[config.mk]
export PLATFORM = sky130hd
export DESIGN_NAME = remap_idx_unit
export DESIGN_NICKNAME = d
export VERILOG_FILES = /design/src/rtl/remap_idx_pkg.sv /design/src/rtl/remap_ceildiv.sv /design/src/rtl/remap_stepmap.sv /design/src/rtl/remap_idx_cache.sv /design/src/rtl/remap_idx_unit.sv
export SDC_FILE = /design/constraint.sdc
export NUM_CORES = 2
export LEC_CHECK = 0
export BUFFER_PORTS_ARGS = -buffer_cell sky130_fd_sc_hd__buf_4
export CORE_AREA = 5 5 461 645
export CTS_BUF_LIST = sky130_fd_sc_hd__clkbuf_16
export DETAILED_ROUTE_END_ITERATION = 10
export DIE_AREA = 0 0 466 650
export SLEW_MARGIN = 40
export SYNTH_ARGS = -nofsm -noshare
export SYNTH_HDL_FRONTEND = slang
export SYNTH_SLANG_ARGS = --single-unit
[constraint.sdc]
create_clock -name clk -period 4 [get_ports clk]
set_input_delay 0.8 -clock clk [delete_from_list [all_inputs] [get_ports clk]]
set_output_delay 0.8 -clock clk [all_outputs]
set_load 0.02 [all_outputs]
[src/rtl/remap_idx_pkg.sv]
// Shared types for the indexed remap element index unit.
// Assumes nothing beyond SystemVerilog 2017 enum support.
package remap_idx_pkg;
    typedef enum logic [1:0] {
        MAP_LIN = 2'd0,
        MAP_MOD = 2'd1,
        MAP_TRN = 2'd2
    } map_mode_e;

    typedef enum logic [2:0] {
        ST_IDLE  = 3'd0,
        ST_DIV   = 3'd1,
        ST_LOAD  = 3'd2,
        ST_READY = 3'd3,
        ST_STEP  = 3'd4
    } unit_state_e;
endpackage

[src/rtl/remap_ceildiv.sv]
// Iterative ceiling divider: quot = ceil(num/den) and prod = quot*den.
// Assumes num >= 1 and den >= 1 at start, and that NUM_W >= width of den.
module remap_ceildiv #(
    parameter int NUM_W = 7,
    parameter int DEN_W = 6,
    parameter int PRD_W = 8
) (
    input  logic             clk,
    input  logic             rst_n,
    input  logic             start,
    input  logic [NUM_W-1:0] num,
    input  logic [DEN_W-1:0] den,
    output logic             done,
    output logic [NUM_W-1:0] quot,
    output logic [PRD_W-1:0] prod
);
    logic [NUM_W-1:0] rem_q;
    logic [DEN_W-1:0] den_q;
    logic             run_q;
    logic [NUM_W-1:0] den_ext;

    assign den_ext = NUM_W'(den_q);

    // Subtract the divisor once per cycle until the remainder is used up.
    always_ff @(posedge clk) begin
        if (!rst_n) begin
            rem_q <= '0;
            den_q <= '0;
            run_q <= 1'b0;
            done  <= 1'b0;
            quot  <= '0;
            prod  <= '0;
        end else begin
            done <= 1'b0;
            if (start) begin
                rem_q <= num;
                den_q <= den;
                quot  <= '0;
                prod  <= '0;
                run_q <= 1'b1;
            end else if (run_q) begin
                quot <= quot + 1'b1;
                prod <= prod + PRD_W'(den_q);
                if (rem_q > den_ext) begin
                    rem_q <= rem_q - den_ext;
                end else begin
                    rem_q <= '0;
                    run_q <= 1'b0;
                    done  <= 1'b1;
                end
            end
        end
    end
endmodule

[src/rtl/remap_stepmap.sv]
// Maps a loop step to a position: linear, step mod xdim, or transposed
// (step mod ydim)*xdim + step div ydim, using a subtract-and-count loop.
// Assumes xdim >= 1, ydim >= 1, and mode/xdim/ydim stable while running.
module remap_stepmap
    import remap_idx_pkg::*;
#(
    parameter int CNT_W = 7,
    parameter int XD_W  = 6,
    parameter int POS_W = 8
) (
    input  logic             clk,
    input  logic             rst_n,
    input  logic             start,
    input  map_mode_e        mode,
    input  logic [CNT_W-1:0] step,
    input  logic [XD_W-1:0]  xdim,
    input  logic [CNT_W-1:0] ydim,
    output logic             done,
    output logic [POS_W-1:0] pos
);
    logic [CNT_W-1:0] r_q;
    logic [CNT_W-1:0] q_q;
    logic             run_q;
    logic [CNT_W-1:0] divisor;

    // Pick the divisor for the active reshaping mode.
    always_comb begin
        divisor = (mode == MAP_MOD) ? CNT_W'(xdim) : ydim;
    end

    // Reduce the remainder one divisor per cycle, then form the position.
    always_ff @(posedge clk) begin
        if (!rst_n) begin
            r_q   <= '0;
            q_q   <= '0;
            run_q <= 1'b0;
            done  <= 1'b0;
            pos   <= '0;
        end else begin
            done <= 1'b0;
            if (start) begin
                r_q   <= step;
                q_q   <= '0;
                run_q <= 1'b1;
            end else if (run_q) begin
                if (mode == MAP_LIN) begin
                    pos   <= POS_W'(r_q);
                    run_q <= 1'b0;
                    done  <= 1'b1;
                end else if (r_q >= divisor) begin
                    r_q <= r_q - divisor;
                    q_q <= q_q + 1'b1;
                end else begin
                    run_q <= 1'b0;
                    done  <= 1'b1;
                    if (mode == MAP_MOD) begin
                        pos <= POS_W'(r_q);
                    end else begin
                        pos <= POS_W'(r_q) * POS_W'(xdim) + POS_W'(q_q);
                    end
                end
            end
        end
    end
endmodule

[src/rtl/remap_idx_cache.sv]
// Local snapshot of the index registers: one write port, one combinational
// read port. Assumes contents are don't-care until written.
module remap_idx_cache #(
    parameter int AW = 8,
    parameter int DW = 8
) (
    input  logic          clk,
    input  logic          wr_en,
    input  logic [AW-1:0] wr_addr,
    input  logic [DW-1:0] wr_data,
    input  logic [AW-1:0] rd_addr,
    output logic [DW-1:0] rd_data
);
    localparam int DEPTH = 1 << AW;

    logic [DW-1:0] mem [DEPTH];

    // Store one fetched register per cycle during the load phase.
    always_ff @(posedge clk) begin
        if (wr_en) begin
            mem[wr_addr] <= wr_data;
        end
    end

    assign rd_data = mem[rd_addr];
endmodule

[src/rtl/remap_idx_unit.sv]
// Indexed remap element index unit. On cfg_start it captures the shape, finds
// ydim = ceil(maxvl/xdim) iteratively, then copies the index registers from
// base = {cfg_base,2'b00} into a cache. Each step request is then reshaped and
// looked up. Assumes reg_rd_data answers reg_rd_num in the same cycle.
module remap_idx_unit
    import remap_idx_pkg::*;
#(
    parameter int CNT_W  = 7,
    parameter int DIM_W  = 5,
    parameter int BASE_W = 5,
    parameter int ELEM_W = 8
) (
    input  logic              clk,
    input  logic              rst_n,
    input  logic              cfg_start,
    input  logic [CNT_W-1:0]  cfg_maxvl,
    input  logic [DIM_W-1:0]  cfg_dim_code,
    input  logic              cfg_yx,
    input  logic              cfg_skip,
    input  logic [BASE_W-1:0] cfg_base,
    output logic [BASE_W+1:0] reg_rd_num,
    input  logic [ELEM_W-1:0] reg_rd_data,
    input  logic              step_start,
    input  logic [CNT_W-1:0]  step_idx,
    output logic              busy,
    output logic              out_valid,
    output logic [ELEM_W-1:0] out_elem,
    output logic [BASE_W+1:0] out_reg
);
    localparam int REG_W = BASE_W + 2;
    localparam int XD_W  = DIM_W + 1;
    localparam int POS_W = CNT_W + 1;

    unit_state_e      state_q;
    map_mode_e        mode_q;
    map_mode_e        mode_d;
    logic [REG_W-1:0] base_q;
    logic [XD_W-1:0]  xdim_q;
    logic [CNT_W-1:0] maxvl_q;
    logic [POS_W-1:0] ld_cnt_q;
    logic [POS_W-1:0] ld_total_q;

    logic             accept_cfg;
    logic             accept_step;
    logic [CNT_W-1:0] eff_maxvl;
    logic [XD_W-1:0]  xdim_in;
    logic             div_done;
    logic [CNT_W-1:0] div_quot;
    logic [POS_W-1:0] div_prod;
    logic             map_done;
    logic [POS_W-1:0] map_pos;
    logic [ELEM_W-1:0] cache_rd;

    assign busy        = (state_q == ST_DIV) || (state_q == ST_LOAD) || (state_q == ST_STEP);
    assign accept_cfg  = cfg_start && !busy;
    assign accept_step = step_start && (state_q == ST_READY) && !cfg_start;
    assign eff_maxvl   = (cfg_maxvl == '0) ? CNT_W'(1) : cfg_maxvl;
    assign xdim_in     = XD_W'(cfg_dim_code) + XD_W'(1);
    assign reg_rd_num  = base_q + REG_W'(ld_cnt_q);

    // Choose the reshaping variant from the configuration flags.
    always_comb begin
        if (cfg_skip)                 mode_d = MAP_LIN;
        else if (cfg_yx)              mode_d = MAP_TRN;
        else if (cfg_dim_code == '0)  mode_d = MAP_LIN;
        else                          mode_d = MAP_MOD;
    end

    remap_ceildiv #(
        .NUM_W(CNT_W),
        .DEN_W(XD_W),
        .PRD_W(POS_W)
    ) u_div (
        .clk   (clk),
        .rst_n (rst_n),
        .start (accept_cfg),
        .num   (eff_maxvl),
        .den   (xdim_in),
        .done  (div_done),
        .quot  (div_quot),
        .prod  (div_prod)
    );

    remap_stepmap #(
        .CNT_W(CNT_W),
        .XD_W (XD_W),
        .POS_W(POS_W)
    ) u_map (
        .clk   (clk),
        .rst_n (rst_n),
        .start (accept_step),
        .mode  (mode_q),
        .step  (step_idx),
        .xdim  (xdim_q),
        .ydim  (div_quot),
        .done  (map_done),
        .pos   (map_pos)
    );

    remap_idx_cache #(
        .AW(POS_W),
        .DW(ELEM_W)
    ) u_cache (
        .clk     (clk),
        .wr_en   (state_q == ST_LOAD),
        .wr_addr (ld_cnt_q),
        .wr_data (reg_rd_data),
        .rd_addr (map_pos),
        .rd_data (cache_rd)
    );

    // Sequence configuration, cache load and step computation; hold results.
    always_ff @(posedge clk) begin
        if (!rst_n) begin
            state_q    <= ST_IDLE;
            mode_q     <= MAP_LIN;
            base_q     <= '0;
            xdim_q     <= XD_W'(1);
            maxvl_q    <= CNT_W'(1);
            ld_cnt_q   <= '0;
            ld_total_q <= POS_W'(1);
            out_valid  <= 1'b0;
            out_elem   <= '0;
            out_reg    <= '0;
        end else begin
            case (state_q)
                ST_IDLE, ST_READY: begin
                    if (accept_cfg) begin
                        mode_q    <= mode_d;
                        base_q    <= {cfg_base, 2'b00};
                        xdim_q    <= xdim_in;
                        maxvl_q   <= eff_maxvl;
                        out_valid <= 1'b0;
                        state_q   <= ST_DIV;
                    end else if (accept_step) begin
                        out_valid <= 1'b0;
                        state_q   <= ST_STEP;
                    end
                end
                ST_DIV: begin
                    if (div_done) begin
                        ld_total_q <= (mode_q == MAP_TRN) ? div_prod : POS_W'(maxvl_q);
                        ld_cnt_q   <= '0;
                        state_q    <= ST_LOAD;
                    end
                end
                ST_LOAD: begin
                    ld_cnt_q <= ld_cnt_q + 1'b1;
                    if (ld_cnt_q == ld_total_q - 1'b1) begin
                        state_q <= ST_READY;
                    end
                end
                ST_STEP: begin
                    if (map_done) begin
                        out_valid <= 1'b1;
                        out_elem  <= cache_rd;
                        out_reg   <= base_q + REG_W'(map_pos);
                        state_q   <= ST_READY;
                    end
                end
                default: state_q <= ST_IDLE;
            endcase
        end
    end
endmodule

# == After elaboration in Yosys (flattened, before gate mapping) ==
# Memory sizes are Yosys's and may differ from the RTL's. A register that Yosys moved wholly into a read port is not among the register bits.
# Index checks and enable logic that the tools add are counted.
# totals
out_inout_bits,24
regBits,101
ramBits,2048
n_memories,1
wordCells,124
# classes
muxes,40
magnitude_cmp,2
eq_ne,13
bitwise_logic,5
mul,1
n_reduce_logical,31
add_sub_neg,11
# mem_list
name,words,width,rd,rd_ports_with_merged_regs,write_ports,line,rtl
u_cache.mem,256,8,1,1,1,remap_idx_cache.sv:16,logic [DW-1:0] mem [DEPTH];
# ops
operator,n
$mux W7,9
$mux W8,5
$mux W1,16
$pmux W8 S2,1
$mux W3,5
$add A7 B1 Y7 const B,2
$add A7 B7 Y7,2
$pmux W3 S4,1
$reduce_and A3 Y1,4
$reduce_bool A2 Y1,5
$add A8 B1 Y8 const B,1
$add A8 B6 Y8,1
$add A8 B7 Y8,1
$eq A8 B8 Y1,1
$mul A7 B6 Y8,1
$reduce_and A2 Y1,4
$sub A8 B1 Y8 const B,1
$ge A7 B7 Y1,1
$gt A7 B6 Y1,1
$logic_not A7 Y1,1
$sub A7 B6 Y7,1
$sub A7 B7 Y7,1
$add A5 B1 Y6 const B,1
$eq A3 B2 Y1 const B,2
19 further kinds,35

# == Longest topological paths before layout ==
# depth
ltp_word,7
ltp_mapped,16

# == Hierarchy ==
# A second synthesis with hierarchy kept.
# unflattened
hier_cells,4567
area_unflattened_um2,86528.0
# by_module_without_submodules
module,area_each_um2,instances,cells_per_inst
remap_idx_cache,79396.1,1,3725
remap_idx_unit,2985.4,1,381
remap_stepmap,2499.9,1,278
remap_ceildiv,1646.6,1,183

# == Worst setup path after synthesis ==
# No wires, ideal clock.
# synth_timing
kind,reg-to-reg
startpoint,register xdim_q[0]
endpoint,register u_map.pos[7]
required_ns,3.929
stages_incl_launch_ff,17
synth_period_minus_slack_ns,3.653
path_slack_ns,0.347
setup_ns,0.071
arrival_ns,3.583
cell_sequence,dfxtp_1 and2_1 fa_1 inv_1 fa_1 inv_1 fa_1 inv_1 fa_1 inv_1 ha_1 inv_1 o21bai_1 a21oi_1 xnor2_1 nand3_1 a21oi_1
# synth_via
elab_chain_cells,5
# synth_lines
item,line,rtl
from (decl),remap_idx_unit.sv:38,logic [XD_W-1:0] xdim_q;
from (signal assigned),remap_idx_unit.sv:131,xdim_q <= xdim_in;
$mul A7 B6 Y8,remap_stepmap.sv:59,pos <= POS_W'(r_q) * POS_W'(xdim) + POS_W'(q_q);
$add A8 B7 Y8,remap_stepmap.sv:59,
$mux W8,remap_stepmap.sv:56,if (mode == MAP_MOD) begin
$mux W8,remap_stepmap.sv:50,end else if (r_q >= divisor) begin
$mux W8,remap_stepmap.sv:46,if (mode == MAP_LIN) begin
to (signal assigned),remap_stepmap.sv:47,pos <= POS_W'(r_q);
to (signal assigned),remap_stepmap.sv:57,pos <= POS_W'(r_q);
to (signal assigned),remap_stepmap.sv:59,
to (decl),remap_stepmap.sv:19,output logic [POS_W-1:0] pos
# Several ways; a longest one is shown, not always the timed one. The select of a mux whose other input is x is not followed.
# A chain may end at the register's enable or synchronous reset.

# == Worst setup path after layout ==
# Same ends and word-level chain as after synthesis.

==> metrics.log <==
INFO  metric run_status = completed
INFO  metric post_synth.cell_area_avg = 19.44 µm²
INFO  metric rsz0062_at_grt = false
INFO  metric antenna_found_initial = 8
INFO  metric hold_path_class = in2reg
INFO  metric routedWlPerCell = 26.35 µm
INFO  metric post_layout_nonfiller_instances = 8,889
INFO  metric gp_routability_congestion = 0.8556
INFO  metric crit_path_max_cell_delay = between 0.5 and 0.6 ns
INFO  metric reg_with_most_ffs = u_cache.mem
INFO  metric worstSkewPairLatency = 0.87 ns
INFO  metric layout.nets = ~4,900
INFO  metric worstPathMaxFanout = 8
INFO  metric final_critical_path_setup_slack = between 0.2 and 0.25 ns
INFO  metric p_total = 0.04459 W
INFO  metric drive_gt1_share = 25.14%
INFO  metric yosysTopAreaCell = sky130_fd_sc_hd__edfxtp_1
INFO  metric synth_seq_area_share = 73.44%
INFO  metric placed_cells = 8,537
INFO  metric portBuffers = 61
INFO  metric design.portCount = 62
INFO  metric cts_resized = 0
INFO  metric cts_tree = built
INFO  metric cp.buffers_inverters = 4
INFO  metric critical-path-top-delay-family = adder cells
INFO  metric synth_area = 0.08671 mm²
INFO  metric max-vdd-ir-drop = ~0.00033 V
INFO  metric arrival = 4.53 ns
INFO  metric slew-limit-headroom = a little over a third
INFO  metric cp_cell_sequence = buf_4 -> nand2_1 -> fa_1 -> inv_1 -> fa_1 -> inv_1 -> fa_1 -> inv_1 -> fa_1 -> xnor2_1 -> xnor2_1 -> xnor2_1 -> xnor2_1 -> xnor2_1 -> nand3_1 -> a21oi_1
INFO  metric cts_num_sinks = 2,157
INFO  metric final_period_minus_worst_setup_slack = 3.780 ns
INFO  metric synth_most_common_cell = sky130_fd_sc_hd__edfxtp_1
INFO  metric criticalPathCategory = reg2reg
INFO  metric worst_pin_slew = 0.9665 ns
INFO  metric vias_per_cell = between 5 and 6
INFO  metric placementRows = approximately 240
INFO  metric timing.clock.skew = 0.08341 ns
INFO  metric placeableCoreArea = 0.2914 mm²
INFO  metric hold-worst-slack = 0.2096 ns
INFO  metric placement.setup.worst_slack = 0.2410 ns
INFO  metric ys_top_cells_by_area = sky130_fd_sc_hd__edfxtp_1 (71%), sky130_fd_sc_hd__mux4_2 (13%), sky130_fd_sc_hd__dfxtp_1 (2.5%)
INFO  metric drt-total-wl = roughly 230,000 µm
INFO  metric drc_errors = 0
INFO  metric critical_path_required = 4.75 ns
INFO  metric worst_setup_path_start_kind = flop
INFO  metric cts-htree-levels = 4
INFO  metric critPathSlowestCell = sky130_fd_sc_hd__fa_1
INFO  metric critPathCaptureType = flop
INFO  metric ranking_of_synthesized_cells_by_instance_count = sky130_fd_sc_hd__edfxtp_1 (2,048), sky130_fd_sc_hd__mux4_2 (484), sky130_fd_sc_hd__nor2_1 (365), sky130_fd_sc_hd__nand2_1 (186), sky130_fd_sc_hd__mux2i_1 (139)
INFO  metric die_h = about 650 µm
INFO  metric ctsHoldBuffers = 0
INFO  metric finalCritPeriodShare = between 90% and 100%
INFO  metric global_route.overflow_total = 0
INFO  metric ys_ff_latch = 2,157
INFO  metric setup_violations = 0
INFO  metric cts_setup_buffers = 0
INFO  metric drt.antenna.violating_nets = 0
INFO  metric ys.warnings.count = 0
INFO  metric routed-via-count = between 40,000 and 50,000
INFO  metric ys.flop_type = sky130_fd_sc_hd__edfxtp_1
INFO  metric path_clk_slew = 0.06 ns
INFO  metric cts-buffers-inserted = 197
INFO  metric crit_path_frequent_cell = sky130_fd_sc_hd__xnor2_1
INFO  metric cts_root_buffer = sky130_fd_sc_hd__clkbuf_16
INFO  metric synth_async_sr_flop_share = 0%
INFO  metric area_growth_from_synthesis_to_layout = 15.41%
INFO  metric ctsLongestPathBuffers = 4
INFO  metric first_global_vias = 46,180
INFO  metric static-leakage-power = 30.76 nW
INFO  metric synth_cell_type_count = 78
INFO  metric largest_net_degree_at_the_start_of_global_routing = 111
INFO  metric timing.final.hold_violations = 0
INFO  metric place.detailed.hpwl = 154,400 µm
INFO  metric globalRouteTotalUtil = 15.12%
INFO  metric grt_pass1_wl = 337,300 µm
INFO  metric maxCapViolCount = 0
INFO  metric post_synth_inst_count = 4,460
INFO  metric max_freq = roughly 260 MHz
INFO  metric drt-pass1-iter-count = 6
INFO  metric detail_route.iter0.violations = 4,508
INFO  metric final-max-slew-violation-count = 0
INFO  metric postSynthNetCount = 4,571
INFO  metric die_footprint = 0.3029 mm²
INFO  metric synth-edff-count = 2,048
INFO  metric tns = 0 ns
INFO  metric timing.reg2reg.setup_slack = 0.22 ns
INFO  metric post-synth-top-area-fraction = 70.92%
INFO  metric power.density_cell_area = 445.6 mW/mm²
INFO  metric initial_utilization = between 20% and 30%
INFO  metric largest_register_ffs = 2,048
INFO  metric die_width = 466 µm
-- layout make-up --
type                            instances  area [µm²]
Antenna cell                            2       5.005
Tap cell                             3910        4892
Sequential cell                      2157       63700
Multi-Input combinational cell       1976       21220
Clock inverter                        151        1237
Timing Repair Buffer                  428        3790
Inverter                               66       254.0
Clock buffer                          199        4980
Fill cell                           27250      191300
-- kinds of logic after synthesis --
family | synth area share (%)
fa+ha+maj | 1.244
buf+inv | 2.249
compound gates | 3.283
simple gates | 3.818
xor+xnor | 0.5555
mux | 15.41
flops | 73.44
-- where the power goes --
group	switching, W	leakage (nW)	total, W	internal, W
sequential	0.0000880	19.3	0.0248	0.0248
clock	0.00823	3.16	0.0185	0.0103
combinational	0.000865	8.32	0.00126	0.000395
-- routing by layer --
metal  vias to the layer above  global-route usage (%)  wire [µm]
met1                     23620                   17.73      85520
met5                         -                       0          0
met4                         0                   7.464      13020
met3                       467                   2.156      13650
met2                      1678                   27.02     122000
li1                      18890                       -          -
-- per-stage QoR --
step,instance area (µm²),utilization (%)
after floorplan,86710,-
after global placement,93690,32.15
after detailed placement,93790,32.19
after CTS,100000,34.32
after global routing,100100,34.34
final,100100,34.34
-- cell usage in the layout (no fill, tap or decap), drive strengths merged, types with 6 or more instances in the layout --
cell      count
a211oi       32
a21o         10
a21oi       115
a221oi       11
a22o         14
a22oi        26
a31oi        14
and2         28
and3         10
buf         420
bufinv       19
clkbuf      207
clkinv       79
clkinvlp     11
dfxtp       109
edfxtp     2048
fa           22
ha           51
inv         108
mux2          9
mux2i       139
mux4        521
nand2       186
nand2b       14
nand3        58
nand3b        6
nand4        19
nor2        365
nor2b        17
nor3         28
nor3b         6
o211ai       10
o21ai        44
o221ai       45
o22ai        35
or3           7
xnor2        38
xor2         17
-- worst paths after layout --
check / startpoint / to / depth (start not counted)
worst max-delay path: xdim_q[0] / u_map.pos[7] / 16
worst min-delay path: step_idx[4] / u_map.r_q[4] / 2
worst max register to register: xdim_q[0] / u_map.pos[7] / 16
worst min register to register: maxvl_q[1] / maxvl_q[1] / 2
(Power assumes the default switching activity.)
